$ cat src/rtl/qlu_pkg.sv
// Shared types for the dual-rail quarter logic unit.
// Assumes two operands, so the truth table has four entries.
package qlu_pkg;

    // Source code for one operand-A rail; codes 2 and 3 block the rail.
    typedef enum logic [1:0] {
        SRC_EXT   = 2'd0,
        SRC_INT   = 2'd1,
        SRC_OFF   = 2'd2,
        SRC_OFF_B = 2'd3
    } src_e;

    // Index of each rail inside a two-wire pair vector.
    localparam int RAIL_ZERO = 0;
    localparam int RAIL_ONE  = 1;
    localparam int RAILS     = 2;

endpackage

$ cat src/rtl/qlu_rail_sel.sv
// Per-rail operand-A source selector.
// Each rail of the A pair picks its external or internal wire on its own
// code, or is blocked. Purely combinational; assumes static codes.
module qlu_rail_sel
    import qlu_pkg::*;
#(
    parameter int SEL_W = 2
) (
    input  logic [SEL_W-1:0] sel_one,
    input  logic [SEL_W-1:0] sel_zero,
    input  logic [RAILS-1:0] ext_pair,
    input  logic [RAILS-1:0] int_pair,
    output logic [RAILS-1:0] a_pair
);

    logic [SEL_W-1:0] sel_vec [RAILS];

    assign sel_vec[RAIL_ZERO] = sel_zero;
    assign sel_vec[RAIL_ONE]  = sel_one;

    // One selector per rail, each decoding its own code.
    for (genvar r = 0; r < RAILS; r++) begin : g_rail
        always_comb begin
            unique case (sel_vec[r])
                SEL_W'(SRC_EXT): a_pair[r] = ext_pair[r];
                SEL_W'(SRC_INT): a_pair[r] = int_pair[r];
                default:         a_pair[r] = 1'b0;
            endcase
        end
    end

endmodule

$ cat src/rtl/qlu_operand_latch.sv
// Operand B data latch.
// Holds the last legal strobe from the internal neighbour and forwards a
// same-cycle strobe straight to the evaluator. Loads its reset value from
// a configuration bit; assumes a synchronous active-low reset.
module qlu_operand_latch (
    input  logic clk,
    input  logic rst_n,
    input  logic init_val,
    input  logic b_one,
    input  logic b_zero,
    output logic b_eff,
    output logic b_bad
);

    logic b_cur;
    logic b_hit;

    // Classify the incoming pair.
    always_comb begin
        b_hit = b_one ^ b_zero;
        b_bad = b_one & b_zero;
        b_eff = b_hit ? b_one : b_cur;
    end

    // Latch update: reset value, else legal strobe, else hold.
    always_ff @(posedge clk) begin
        if (!rst_n) begin
            b_cur <= init_val;
        end else if (b_hit) begin
            b_cur <= b_one;
        end
    end

    assert_bad_b_holds_R8: assert property (@(posedge clk) disable iff (!rst_n)
        (b_one && b_zero) |=> $stable(b_cur));

    assert_b_one_sets_R2: assert property (@(posedge clk) disable iff (!rst_n)
        (b_one && !b_zero) |=> b_cur);

    assert_b_zero_clears_R2: assert property (@(posedge clk) disable iff (!rst_n)
        (b_zero && !b_one) |=> !b_cur);

endmodule

$ cat src/rtl/qlu_eval.sv
// Truth-table evaluator with registered dual-rail result.
// A legal A strobe looks up cfg_fn at {A,B} (bit 3 = Z(0,0) ... bit 0 =
// Z(1,1)) and fires one output rail in the next cycle. Illegal pairs raise
// the error flag and fire nothing.
module qlu_eval #(
    parameter  int N_IN = 2,
    localparam int FN_W = 1 << N_IN
) (
    input  logic            clk,
    input  logic            rst_n,
    input  logic [FN_W-1:0] cfg_fn,
    input  logic            a_one,
    input  logic            a_zero,
    input  logic            b_val,
    input  logic            b_bad,
    output logic            z_one,
    output logic            z_zero,
    output logic            err
);

    logic            a_hit;
    logic            a_bad;
    logic [N_IN-1:0] idx;
    logic            z_bit;

    // Decode the A pair and look up the result bit.
    always_comb begin
        a_hit = a_one ^ a_zero;
        a_bad = a_one & a_zero;
        idx   = {a_one, b_val};
        z_bit = cfg_fn[~idx];
    end

    // Register one result strobe and the error flag.
    always_ff @(posedge clk) begin
        if (!rst_n) begin
            z_one  <= 1'b0;
            z_zero <= 1'b0;
            err    <= 1'b0;
        end else begin
            z_one  <= a_hit & z_bit;
            z_zero <= a_hit & ~z_bit;
            err    <= a_bad | b_bad;
        end
    end

    assert_single_rail_R3: assert property (@(posedge clk) disable iff (!rst_n)
        $onehot0({z_one, z_zero}));

    assert_a_answers_R3: assert property (@(posedge clk) disable iff (!rst_n)
        (a_one ^ a_zero) |=> (z_one ^ z_zero));

    assert_bad_a_silent_R8: assert property (@(posedge clk) disable iff (!rst_n)
        (a_one && a_zero) |=> (err && !z_one && !z_zero));

    assert_idle_quiet_R9: assert property (@(posedge clk) disable iff (!rst_n)
        !(a_one || a_zero) |=> !(z_one || z_zero));

endmodule

$ cat src/rtl/qlu_top.sv
// Dual-rail strobe quarter logic unit, top level.
// Wires the A-source selectors, the operand B latch and the evaluator.
// Assumes configuration inputs are static while strobes are present.
module qlu_top
    import qlu_pkg::*;
#(
    parameter  int N_IN  = 2,
    parameter  int SEL_W = 2,
    localparam int FN_W  = 1 << N_IN
) (
    input  logic             clk,
    input  logic             rst_n,
    input  logic [FN_W-1:0]  cfg_fn,
    input  logic [SEL_W-1:0] cfg_sel_one,
    input  logic [SEL_W-1:0] cfg_sel_zero,
    input  logic             cfg_b_init,
    input  logic             ext_a_one,
    input  logic             ext_a_zero,
    input  logic             int_a_one,
    input  logic             int_a_zero,
    input  logic             int_b_one,
    input  logic             int_b_zero,
    output logic             z_one,
    output logic             z_zero,
    output logic             rail_err
);

    logic [RAILS-1:0] ext_pair;
    logic [RAILS-1:0] int_pair;
    logic [RAILS-1:0] a_pair;
    logic             b_eff;
    logic             b_bad;

    // Gather the raw A wires into rail-indexed pairs.
    always_comb begin
        ext_pair[RAIL_ONE]  = ext_a_one;
        ext_pair[RAIL_ZERO] = ext_a_zero;
        int_pair[RAIL_ONE]  = int_a_one;
        int_pair[RAIL_ZERO] = int_a_zero;
    end

    qlu_rail_sel #(.SEL_W(SEL_W)) u_sel (
        .sel_one  (cfg_sel_one),
        .sel_zero (cfg_sel_zero),
        .ext_pair (ext_pair),
        .int_pair (int_pair),
        .a_pair   (a_pair)
    );

    qlu_operand_latch u_blat (
        .clk      (clk),
        .rst_n    (rst_n),
        .init_val (cfg_b_init),
        .b_one    (int_b_one),
        .b_zero   (int_b_zero),
        .b_eff    (b_eff),
        .b_bad    (b_bad)
    );

    qlu_eval #(.N_IN(N_IN)) u_eval (
        .clk    (clk),
        .rst_n  (rst_n),
        .cfg_fn (cfg_fn),
        .a_one  (a_pair[RAIL_ONE]),
        .a_zero (a_pair[RAIL_ZERO]),
        .b_val  (b_eff),
        .b_bad  (b_bad),
        .z_one  (z_one),
        .z_zero (z_zero),
        .err    (rail_err)
    );

    assert_b_only_silent_R2: assert property (@(posedge clk) disable iff (!rst_n)
        ((int_b_one ^ int_b_zero) && !(ext_a_one || ext_a_zero || int_a_one || int_a_zero))
        |=> !(z_one || z_zero));

    assert_blocked_silent_R6: assert property (@(posedge clk) disable iff (!rst_n)
        (cfg_sel_one[SEL_W-1] && cfg_sel_zero[SEL_W-1] && !(int_b_one && int_b_zero))
        |=> !(z_one || z_zero || rail_err));

    assert_reset_quiet_R1: assert property (@(posedge clk)
        !rst_n |=> !(z_one || z_zero || rail_err));

endmodule

$ cat config.mk
export PLATFORM = sky130hd
export DESIGN_NAME = qlu_top
export DESIGN_NICKNAME = d
export VERILOG_FILES = /design/src/rtl/qlu_pkg.sv /design/src/rtl/qlu_rail_sel.sv /design/src/rtl/qlu_operand_latch.sv /design/src/rtl/qlu_eval.sv /design/src/rtl/qlu_top.sv
export SDC_FILE = /design/constraint.sdc
export NUM_CORES = 1
export LEC_CHECK = 0
export BUFFER_PORTS_ARGS = -buffer_cell sky130_fd_sc_hd__buf_2
export CAP_MARGIN = 20
export CORE_AREA = 8 8 45 47
export CTS_CLUSTER_DIAMETER = 120
export DETAILED_ROUTE_END_ITERATION = 12
export DIE_AREA = 0 0 53 55
export PLACE_DENSITY = 0.53
export SKIP_LAST_GASP = 1
export SLEW_MARGIN = 20
export SYNTH_ARGS = -nofsm -noshare
export SYNTH_HDL_FRONTEND = slang
export SYNTH_SLANG_ARGS = --single-unit
$ cat constraint.sdc
create_clock -name clk -period 1.5 [get_ports clk]
set_input_delay 0.15 -clock clk [delete_from_list [all_inputs] [get_ports clk]]
set_output_delay 0.15 -clock clk [all_outputs]
set_load 0.05 [all_outputs]
# --- Word level (Yosys, flattened, before mapping) ---
# Index checks and enable logic that the tools add are counted.
totals:
  output_inout_bits: 3
  reg_bits: 4
  word_cells: 24
op_classes:
  n_lt_le_gt_ge: 1
  muxes: 6
  n_eq_ne: 2
  reduce_logical: 2
  n_bitwise: 9
op_table:
  columns: ["operator", "count"]
  rows:
  - ["bitwise AND 1 bit", 4]
  - ["== test 2 x 1 -> 1 bit, second input constant", 2]
  - ["zero test 2 bit", 2]
  - ["case mux 1 bit (2 select lines)", 2]
  - ["< comparator 2 x 3 -> 1 bit, second input constant", 1]
  - ["two-way mux 1 bit", 3]
  - ["binary-select mux 1 bit (select 2 bit)", 1]
  - ["NOT 2 bit", 1]
  - ["XOR 1 bit", 2]
  - ["NOT 1 bit", 1]
  - ["bitwise OR 1 bit", 1]

# --- Logic depth before layout (Yosys ltp) ---
logic_depth:
  ltp_word: 7
  ltp_mapped: 6
  ltp_nobuf: 6

# --- Modules after synthesis ---
# From an unflattened synthesis, not the netlist that was laid out.
hier_totals:
  hier_cells: 17
  hier_area_um2: 214.0
modules_own_cells:
  columns: ["mod", "instances", "area_each_um2", "cells_each"]
  rows:
  - ["qlu_eval", 1, 123.9, 9]
  - ["qlu_operand_latch", 1, 62.6, 4]
  - ["qlu_rail_sel", 1, 27.5, 4]

# --- Worst setup path after synthesis ---
# OpenSTA, ideal clock, no wires.
synth_path:
  path_kind: "input -> register"
  startpoint: "input cfg_sel_one[0]"
  endpoint: "register u_eval.z_zero"
  setup_slack_ps: 134
  required_ps: 1383
  path_buffers: 0
  path_stages: 6
  setup_ps: 117
  t_arrival_ps: 1250
  path_cell_list: "mux2i_1 > nor2_1 > ha_1 > nand2_1 > o21ba_2 > a22o_1"
synth_via:
  elab_chain_len: 7
  word_cells_on_any_way: 9
  classes_between: "eq/ne: 1; mux: 3; bitwise: 4; reduce/logical: 1"
synth_lines:
  columns: ["item", "line_no", "rtl"]
  rows:
  - ["start, declared", "qlu_top.sv:14", "input logic [SEL_W-1:0] cfg_sel_one,"]
  - ["== test 2 x 1 -> 1 bit / zero test 2 bit (equally long branches)", "qlu_rail_sel.sv:24", "unique case (sel_vec[r])"]
  - ["case mux 1 bit (2 select lines) *", "qlu_rail_sel.sv:24", null]
  - ["NOT 2 bit", "qlu_eval.sv:31", "z_bit = cfg_fn[~idx];"]
  - ["binary-select mux 1 bit (select 2 bit)", "qlu_eval.sv:31", null]
  - ["two-way mux 1 bit (not written as such)", "qlu_eval.sv:31", null]
  - ["NOT 1 bit", "qlu_eval.sv:42", "z_zero <= a_hit & ~z_bit;"]
  - ["bitwise AND 1 bit *", "qlu_eval.sv:42", null]
  - ["end signal, assigned", "qlu_eval.sv:42", null]
  - ["end, declared", "qlu_eval.sv:17", "output logic z_zero,"]
# Every way passes the cells marked *; elsewhere a longest branch is shown, timed or not. The select of a mux whose other input is x is not followed.
# A chain may end at the register's enable or synchronous reset.

# --- Worst setup path after layout ---
# Same ends and word-level chain as after synthesis.

==> reports/metrics.csv <==
metric,value,unit
max_slew_margin,81.6,%
reg2regPathDepth,3,
port_buffers,19,
numClockSinks,4,
syn_nets,42,
io_pins,20,
antenna_left,0,
ctsRootBufferMaster,clkbuf_4,
worst_pin_slew,0.270,ns
worst_r2r_endpoint,u_eval.z_one$_SDFF_PN0_,
post_cts_resized,0,
syn_avg_cell_area,10.0,um^2
fmax,850,MHz
syn_area,230,um^2
synthSimpleGateAreaFrac,11.4,%
clock_latency,0.24,ns
hold_ws,0.132,ns
ys_seq_area_share,34.8,%
routedWlPerCell,9.82,um
drc,0,
hp-class,in2reg,
grt_pass1_wl,986,um
cts_buffers,3,
ctsHoldBuffers,0,
clock_skew,0.00440,ns
syn_inst,23,
start_util,16.6,%
drt-pass1-iter-count,2,
path_class,in2reg,
viasPerCell,4.00,
synth_compound_area_share,19.6,%
post_cts_buffers,0,
leakagePower,0.199,nW
synth_top_family_by_area,multiplexers,
cp_data_required_time,1.62,ns
antenna_cells,0,
hold_end,u_blat.b_cur$_DFF_P_,
synth_cell_types,14,
via_count,248,
outcome,finished clean,
die_h,55,um
critPathCaptureType,flop,
final_hold_viol_count,0,
reg2reg_from,u_blat.b_cur$_DFF_P_,
area_growth,63.0,%
cts.reportedPaths.clkPinSlew,0.04,ns
dp_hpwl,558,um
die_w,53,um
setup_viol,0,
grt_max_degree,6,
whs_path_depth,2,
h-tree-depth,1,
drive_gt1_share,54.3,%
track_usage,4.87,%
wl,609,um
fp-row-count,14,
cap_violations,0,
finalCritPeriodShare,78.4,%
ir_worst_vdd,179,uV
die_area,2920,um^2
cts_tree,done,
arrival,1.30,ns
grt_remaining_overflow,0,
gp_congestion,0.677,
fin_setup_tns,0,ns
grt_pass1_vias,260,
fillCellCount,163,
timing.reg2reg.setup_slack,0.46,ns
synth_xor_area_share,0,%
period_minus_slack,1.18,ns
synth-seq-cells,4,
muxShareOfSynthArea,23.4,%
cts.path.max_buffers,2,
maxSlewViolCount,0,
worst_setup_path_start_kind,input port,
rsz0062_at_grt,false,
synth-adder-area-share,10.9,%
p_per_area,920,nW/um^2
nets,67,
crit_fanout,4,
core,1380,um^2
antenna_found_initial,0,
yosys_warnings,0,
drt_iter0_drc,2,
min_from,rst_n,
==> worst max-delay path: stages <==
cell and delay [ns]:
buf_2 0.08, mux2i_1 0.22, nor2_1 0.07, ha_1 0.29
nand2_1 0.10, o21ba_2 0.17, a22o_1 0.21
==> registers in the layout (all words and copies together) (netlist names) <==
name	flops
u_eval.z_zero	1
u_blat.b_cur	1
u_eval.err	1
u_eval.z_one	1
==> cell usage after synthesis, drive strengths merged <==
cell type	count	share of area (%)
or3	1	2.7
dfxtp	4	35
mux2i	5	23
o21bai	1	3.3
nor3	1	2.2
o22ai	1	2.7
o21ba	1	4.3
ha	2	11
a21oi	1	2.2
nand2	1	1.6
a22o	1	3.8
nor2	3	4.9
o21a	1	3.3
==> metrics by stage <==
step	cell area [um^2]	setup WS (ns)	power [mW]	instances	utilization, %
2_1_floorplan	230	0.134	0.178	23	-
3_3_place_gp	353	0.0795	0.213	59	25.5
3_5_place_dp	353	0.0643	0.215	59	25.5
4_1_cts	375	0.317	0.353	62	27.1
5_1_grt	375	0.210	0.365	62	27.1
6_report	375	0.324	0.345	62	27.1
==> cell usage in the layout, fill, tap and decap left out, drive strengths merged <==
master  count
nor3        1
o21a        1
a22o        1
o21ba       1
or3         1
dfxtp       4
a21oi       1
nand2       1
clkbuf      3
o22ai       1
o21bai      1
nor2        3
buf        20
ha          2
mux2i       5
==> layout make-up <==
class                   count  area, um^2  area share (%)
clock buffers               3        22.5            6.00
multi-input cells          19         150            40.0
repair buffers             20         103            27.3
well taps                  16        20.0            5.33
flip-flops and latches      4        80.1            21.3
==> routing by layer <==
| metal | vias to the layer above | wire length, um | GRT usage (%) |
|---|---|---|---|
| met3 | 0 | 116 | 4.55 |
| met5 | - | 0 | 0 |
| met1 | 101 | 213 | 3.66 |
| met4 | 0 | 0 | 5.17 |
| li1 | 132 | - | - |
| met2 | 15 | 279 | 7.03 |
==> how the worst max path moves through the flow <==
stage | cells past startpoint | to | startpoint | slack [ns]
final | 7 | u_eval.z_zero$_SDFF_PN0_ | cfg_sel_one[0] | 0.32
after CTS | 7 | u_eval.z_zero$_SDFF_PN0_ | cfg_sel_one[0] | 0.32
after detailed placement | 7 | u_eval.z_zero$_SDFF_PN0_ | cfg_sel_one[0] | 0.06
after floorplan | 6 | u_eval.z_zero$_SDFF_PN0_ | cfg_sel_one[0] | 0.13
after global routing | 7 | u_eval.z_zero$_SDFF_PN0_ | cfg_sel_one[0] | 0.21
after global placement | 7 | u_eval.z_zero$_SDFF_PN0_ | cfg_sel_one[0] | 0.08
==> kinds of logic (layout without fill, tap and decap cells) <==
group	after synthesis	in the layout
muxes	5	5
and+or+nand+nor	6	6
adders and majority gates	2	2
AOI/OAI and AO/OA	6	6
buffers and inverters	0	23
DFF	4	4
==> where the power goes <==
| group | internal [mW] | switching (mW) | leakage [nW] |
|---|---|---|---|
| Sequential | 0.115 | 0.00216 | 0.0330 |
| Combinational | 0.0447 | 0.0494 | 0.152 |
| Clock | 0.0895 | 0.0442 | 0.0138 |
No activity file was read; power rests on OpenSTA's default activity.
